==> src/rtl/cm1_pkg.sv <==
// Shared constants and types for the configuration mechanism one port.
// Assumes a 32-bit configuration address and a 16-bit host I/O space.
package cm1_pkg;
    localparam int CFG_AW     = 32;
    localparam int SEL_LSB    = 11;
    localparam int MAX_T0_DEV = CFG_AW - SEL_LSB - 1;
    localparam logic [CFG_AW-1:0] SEL_WMASK = 32'h80FF_FFFC;

    typedef enum logic {ST_IDLE = 1'b0, ST_WAIT = 1'b1} ctl_state_t;

    typedef struct packed {
        logic       en;
        logic [7:0] bus;
        logic [4:0] dev;
        logic [2:0] fn;
        logic [5:0] regno;
    } cfg_sel_t;

    // Split the stored selector word into its fields.
    function automatic cfg_sel_t sel_from_word(input logic [CFG_AW-1:0] w);
        cfg_sel_t s;
        s.en    = w[31];
        s.bus   = w[23:16];
        s.dev   = w[15:11];
        s.fn    = w[10:8];
        s.regno = w[7:2];
        return s;
    endfunction
endpackage

==> src/rtl/cm1_addr_reg.sv <==
// Selector register behind the address port.
// Byte-lane writes; bits outside WMASK are held at zero.
// Assumes DW is a multiple of 8.
module cm1_addr_reg #(
    parameter int DW = 32,
    parameter logic [DW-1:0] WMASK = '1
) (
    input  logic            clk,
    input  logic            rst_n,
    input  logic            wr_en,
    input  logic [DW/8-1:0] be,
    input  logic [DW-1:0]   wdata,
    output logic [DW-1:0]   value
);
    localparam int NB = DW / 8;

    logic [7:0] lane_q [NB];

    genvar b;
    generate
        for (b = 0; b < NB; b++) begin : g_lane
            // Update one byte lane when its enable is set.
            always_ff @(posedge clk) begin
                if (!rst_n) begin
                    lane_q[b] <= '0;
                end else if (wr_en && be[b]) begin
                    lane_q[b] <= wdata[b*8 +: 8] & WMASK[b*8 +: 8];
                end
            end
            assign value[b*8 +: 8] = lane_q[b];
        end
    endgenerate
endmodule

==> src/rtl/cm1_encode.sv <==
// Combinational configuration address encoder.
// Type 0 for bus zero with one select bit per device from SEL_LSB,
// Type 1 otherwise. dev_ok is low when a Type 0 device has no select bit.
module cm1_encode
    import cm1_pkg::*;
(
    input  logic [7:0]        bus,
    input  logic [4:0]        dev,
    input  logic [2:0]        fn,
    input  logic [5:0]        regno,
    output logic [CFG_AW-1:0] addr,
    output logic              type1,
    output logic              dev_ok
);
    logic [MAX_T0_DEV:0] dev_hot;
    logic [CFG_AW-1:0]   t0_addr;
    logic [CFG_AW-1:0]   t1_addr;

    genvar g;
    generate
        for (g = 0; g <= MAX_T0_DEV; g++) begin : g_sel
            assign dev_hot[g] = (dev == 5'(g));
        end
    endgenerate

    // Build both encodings and pick one by bus number.
    always_comb begin
        t0_addr                  = '0;
        t0_addr[CFG_AW-1:SEL_LSB] = dev_hot;
        t0_addr[10:8]            = fn;
        t0_addr[7:2]             = regno;
        t1_addr                  = {8'h00, bus, dev, fn, regno, 2'b01};
        type1                    = (bus != 8'h00);
        dev_ok                   = type1 | (|dev_hot);
        addr                     = type1 ? t1_addr : t0_addr;
    end
endmodule

==> src/rtl/cm1_ctrl.sv <==
// Access sequencer: accepts host strobes when idle, answers the address
// port locally, launches one configuration transaction per valid data
// access and holds the host until the completion. Strobes while waiting
// are dropped. Outputs are registered.
module cm1_ctrl
    import cm1_pkg::*;
#(
    parameter int DW = 32
) (
    input  logic            clk,
    input  logic            rst_n,
    input  logic            hit_addr,
    input  logic            hit_data,
    input  logic            io_rd,
    input  logic            io_wr,
    input  logic [DW/8-1:0] io_be,
    input  logic [DW-1:0]   io_wdata,
    input  logic            port_en,
    input  logic            dev_ok,
    input  logic [CFG_AW-1:0] enc_addr,
    input  logic            enc_type1,
    input  logic [DW-1:0]   sel_word,
    input  logic            cfg_done,
    input  logic [DW-1:0]   cfg_rdata,
    output logic            addr_wr,
    output logic            io_ready,
    output logic [DW-1:0]   io_rdata,
    output logic            cfg_req,
    output logic [CFG_AW-1:0] cfg_addr,
    output logic            cfg_type1,
    output logic [DW/8-1:0] cfg_be,
    output logic            cfg_we,
    output logic [DW-1:0]   cfg_wdata
);
    ctl_state_t state_q;
    logic       access;
    logic       launch;

    // Classify the current strobe.
    always_comb begin
        access  = (io_rd | io_wr) && (state_q == ST_IDLE);
        addr_wr = access && hit_addr && io_wr;
        launch  = access && hit_data && port_en && dev_ok;
    end

    // Sequence accesses and register every host and request output.
    always_ff @(posedge clk) begin
        if (!rst_n) begin
            state_q   <= ST_IDLE;
            io_ready  <= 1'b0;
            io_rdata  <= '0;
            cfg_req   <= 1'b0;
            cfg_addr  <= '0;
            cfg_type1 <= 1'b0;
            cfg_be    <= '0;
            cfg_we    <= 1'b0;
            cfg_wdata <= '0;
        end else begin
            io_ready <= 1'b0;
            cfg_req  <= 1'b0;
            case (state_q)
                ST_IDLE: begin
                    if (launch) begin
                        cfg_req   <= 1'b1;
                        cfg_addr  <= enc_addr;
                        cfg_type1 <= enc_type1;
                        cfg_be    <= io_be;
                        cfg_we    <= io_wr;
                        cfg_wdata <= io_wdata;
                        state_q   <= ST_WAIT;
                    end else if (access && hit_addr) begin
                        io_ready <= 1'b1;
                        io_rdata <= sel_word;
                    end else if (access && hit_data) begin
                        io_ready <= 1'b1;
                        io_rdata <= '1;
                    end
                end
                ST_WAIT: begin
                    if (cfg_done) begin
                        io_ready <= 1'b1;
                        io_rdata <= cfg_rdata;
                        state_q  <= ST_IDLE;
                    end
                end
                default: state_q <= ST_IDLE;
            endcase
        end
    end
endmodule

==> src/rtl/cm1_port.sv <==
// Top of the configuration mechanism one host port.
// Decodes the address port and the data window in host I/O space,
// stores the selector, encodes it and sequences transactions.
// Assumes single-cycle host strobes and one completion per request.
module cm1_port
    import cm1_pkg::*;
#(
    parameter int IO_AW = 16,
    parameter int DW = 32,
    parameter logic [IO_AW-1:0] ADDR_PORT = 16'h0CF8,
    parameter logic [IO_AW-1:0] DATA_PORT = 16'h0CFC
) (
    input  logic            clk,
    input  logic            rst_n,
    input  logic [IO_AW-1:0] io_addr,
    input  logic [DW/8-1:0] io_be,
    input  logic [DW-1:0]   io_wdata,
    input  logic            io_rd,
    input  logic            io_wr,
    output logic            io_ready,
    output logic [DW-1:0]   io_rdata,
    output logic            cfg_req,
    output logic [CFG_AW-1:0] cfg_addr,
    output logic            cfg_type1,
    output logic [DW/8-1:0] cfg_be,
    output logic            cfg_we,
    output logic [DW-1:0]   cfg_wdata,
    input  logic            cfg_done,
    input  logic [DW-1:0]   cfg_rdata
);
    logic            hit_addr;
    logic            hit_data;
    logic            addr_wr;
    logic [DW-1:0]   sel_word;
    cfg_sel_t        sel;
    logic [CFG_AW-1:0] enc_addr;
    logic            enc_type1;
    logic            dev_ok;
    logic            unused_lsb;

    // Decode the two dword-aligned ports.
    always_comb begin
        hit_addr   = (io_addr[IO_AW-1:2] == ADDR_PORT[IO_AW-1:2]);
        hit_data   = (io_addr[IO_AW-1:2] == DATA_PORT[IO_AW-1:2]);
        sel        = sel_from_word(sel_word);
        unused_lsb = ^io_addr[1:0];
    end

    cm1_addr_reg #(.DW(DW), .WMASK(SEL_WMASK)) u_sel (
        .clk   (clk),
        .rst_n (rst_n),
        .wr_en (addr_wr),
        .be    (io_be),
        .wdata (io_wdata),
        .value (sel_word)
    );

    cm1_encode u_enc (
        .bus    (sel.bus),
        .dev    (sel.dev),
        .fn     (sel.fn),
        .regno  (sel.regno),
        .addr   (enc_addr),
        .type1  (enc_type1),
        .dev_ok (dev_ok)
    );

    cm1_ctrl #(.DW(DW)) u_ctrl (
        .clk       (clk),
        .rst_n     (rst_n),
        .hit_addr  (hit_addr),
        .hit_data  (hit_data),
        .io_rd     (io_rd),
        .io_wr     (io_wr),
        .io_be     (io_be),
        .io_wdata  (io_wdata),
        .port_en   (sel.en),
        .dev_ok    (dev_ok),
        .enc_addr  (enc_addr),
        .enc_type1 (enc_type1),
        .sel_word  (sel_word),
        .cfg_done  (cfg_done),
        .cfg_rdata (cfg_rdata),
        .addr_wr   (addr_wr),
        .io_ready  (io_ready),
        .io_rdata  (io_rdata),
        .cfg_req   (cfg_req),
        .cfg_addr  (cfg_addr),
        .cfg_type1 (cfg_type1),
        .cfg_be    (cfg_be),
        .cfg_we    (cfg_we),
        .cfg_wdata (cfg_wdata)
    );
endmodule

==> config.mk <==
export PLATFORM = sky130hd
export DESIGN_NAME = cm1_port
export DESIGN_NICKNAME = d
export VERILOG_FILES = /design/src/rtl/cm1_pkg.sv /design/src/rtl/cm1_addr_reg.sv /design/src/rtl/cm1_encode.sv /design/src/rtl/cm1_ctrl.sv /design/src/rtl/cm1_port.sv
export SDC_FILE = /design/constraint.sdc
export NUM_CORES = 1
export LEC_CHECK = 0
export ABC_AREA = 1
export BUFFER_PORTS_ARGS = -buffer_cell sky130_fd_sc_hd__clkbuf_2
export CAP_MARGIN = 30
export CORE_ASPECT_RATIO = 1.4
export CORE_UTILIZATION = 50
export DETAILED_ROUTE_END_ITERATION = 7
export GPL_TIMING_DRIVEN = 0
export PLACE_DENSITY_LB_ADDON = 0.08
export SYNTH_ARGS = -nofsm -noshare
export SYNTH_HDL_FRONTEND = slang
export SYNTH_SLANG_ARGS = --single-unit
==> constraint.sdc <==
create_clock -name clk -period 2.48 [get_ports clk]
set_clock_uncertainty 0.05 [all_clocks]
set_input_delay 0 -clock clk [delete_from_list [all_inputs] [get_ports clk]]
set_output_delay 0 -clock clk [all_outputs]
set_load 0.01 [all_outputs]
==> metrics.cfg <==
[die]
die_area_um2=11700
num_io_pins=193
die_h_um=128
core_um2=10900
start_util_pct=51.6
fp.dieW_um=91.7
fp-row-count=45

[layout]
n_antenna_cell=0
area_growth_pct=43.0
final_cell_mix=227 x nor2_1, 188 x clkbuf_2, 103 x dfxtp_1
mostFrequentLayoutCell=nor2_1
nNetsFinal=1107
layout-drive-gt1-share_pct=27.4
postLayoutCoreUtil_pct=73.8

[power]
peakVddDrop_uv=547
leakage_uw=0.00384
p_per_area_nw_per_um2=604

[critical_path]
critPathKind=in -> reg
endpoint_kind=flop
max_stage_delay_ns=0.58
worstPathArrival_ns=2.49
critical_path_required_ns=2.69
crit_path_max_fanout=8
start_kind=input pin
path_cells=dlygate4sd3_1 -> clkbuf_2 -> nand4_1 -> dlygate4sd3_1 -> nor3b_1 -> nand2_1 -> nor2_1 -> nand3_1 -> nor2_1
slowest_stage=dlygate4sd3_1

[route]
drt_wl_total_mm=17.2
viasPerCell=5.02
dr.pass1.iters=5
vias=5883
antenna_left=0
drcViolationCount=0
drt_iter0_drc=403
wl_per_cell_um=14.7

[sta]
fin_crit_sh_pct=92.0
report.final.slew_viol_count=0
period_needed_ns=2.28
fin_hold_ws_ns=0.000577
max_slew_margin_pct=48.3
setup_violations=0
setup_ws_ns=0.198
rsz0062_at_grt=false
fmax_ghz=0.438
fin_tns_setup_ns=0
finalHoldViolations=0
worst_slew_pin_slew_ns=0.768

[synth]
synth_cell_types=30
syn_nets=827
syn_avg_cell_area_um2=7.64
ys_seq_area_share_pct=48.8
syn_inst=738
ys_warn_count=0
synth_area_um2=5640
synth_seq_cells=126

[grt]
grt-ovfl-total=0
grt_max_degree=17
grt_pass1_vias=5721
grt_pass1_wl_mm=27.1
grtUsageTotal_pct=29.6
antenna_found_initial=0

[clock_network]
cts_root_buffer=clkbuf_16
cts_resized=0
h-tree-depth=4
path_clk_slew_ns=0.06
numCtsBuffers=17
clock_latency_ns=0.41
cts.path.max_buffers=2
cts_tree=done
clock-sinks=126

[placed_design]
dp_hpwl_mm=12.0
place_ws_ns=0.397
port_buffers=188
gp_congestion=0.902

[job]
maxCapViolCount=0

[min_path]
hold_class=in -> reg

[status]
status=finished clean

[worst max-delay path: cells and delay by family]
kind	cells	cell delay, ns
and+or+nand+nor	6	1.28
buffers and inverters	3	1.22
[where the power goes]
part	switching (µW)	internal, µW
combinational	149	151
sequential	13.3	2100
clock	960	1500
[kinds of logic after synthesis]
logic type | Yosys count | synth area share, %
AO/OA/AOI/OAI | 114 | 14.0
flip-flops | 126 | 48.8
AND/OR/NAND/NOR | 379 | 27.7
other | 1 | 0.0665
buffers and inverters | 118 | 9.41
[layer usage]
layer	routed length, µm	up-vias	track usage [%]
li1	-	2915	-
met1	6870	2679	32.3
met2	8780	247	54.5
met3	1190	42	8.33
met4	348	0	10.6
met5	0	-	0
[registers in the layout, indices dropped and copies added, names as in the netlist]
signal and flops:
u_ctrl.io_ready 1, u_ctrl.cfg_req 1, u_ctrl.cfg_wdata 32, u_ctrl.cfg_addr 31, u_ctrl.cfg_be 4, u_ctrl.state_q 1
u_ctrl.io_rdata 32, u_sel.lane_q 23, u_ctrl.cfg_we 1
[through the flow]
| stage | total power, µW | std cells | cell area (µm²) |
|---|---|---|---|
| after floorplan | 2250 | 738 | 5640 |
| after global placement | 2350 | 1067 | 6760 |
| after detailed placement | 2360 | 1069 | 6770 |
| after CTS | 4880 | 1172 | 8060 |
| after global routing | 4990 | 1172 | 8060 |
| final | 4870 | 1172 | 8060 |
[synthesized netlist by cell type (all sizes together)]
cell type / count / share of area, %
nor2: 232 / 16
dfxtp: 103 / 37
nand2: 101 / 6.9
inv: 74 / 4.9
o21ai: 37 / 3.3
a211oi: 30 / 5.9
a21oi: 30 / 2.7
buf: 27 / 3.4
nand3: 25 / 2.4
edfxtp: 23 / 12
clkbuf: 17 / 1.1
nor3: 15 / 1.7
a21boi: 9 / 1.2
a31oi: 8 / 0.89
nand4: 4 / 0.44
conb: 1 / 0.067
nand3b: 1 / 0.13
nor3b: 1 / 0.13
[timing repair]
action / in CTS / in global routing
hold buffers: 71 / 0
endpoints found under the hold margin: 90 / 0
setup buffers: 0 / 0
[path summary, 6_finish.rpt]
| kind | endpoint | slack, ns | cells past startpoint | startpoint |
|---|---|---|---|---|
| hold / removal | u_ctrl.io_rdata[1] | 0.0006 | 6 | cfg_rdata[1] |
| setup reg to reg | u_ctrl.cfg_wdata[27] | 0.30 | 8 | u_sel.lane_q[1][1] |
| setup / recovery | u_sel.lane_q[1][3] | 0.20 | 9 | io_addr[11] |
| hold reg to reg | u_ctrl.cfg_addr[31] | 0.42 | 2 | u_ctrl.cfg_addr[31] |
[layout make-up]
| cell class | count | area [µm²] |
|---|---|---|
| clock inverter | 14 | 155 |
| inverter | 74 | 278 |
| fill | 880 | 2860 |
| buffer | 44 | 253 |
| multi-input combinational | 494 | 2350 |
| clock buffer | 18 | 429 |
| tap | 141 | 176 |
| sequential | 126 | 2750 |
| timing repair buffer | 261 | 1660 |
(Power assumes the default switching activity.)
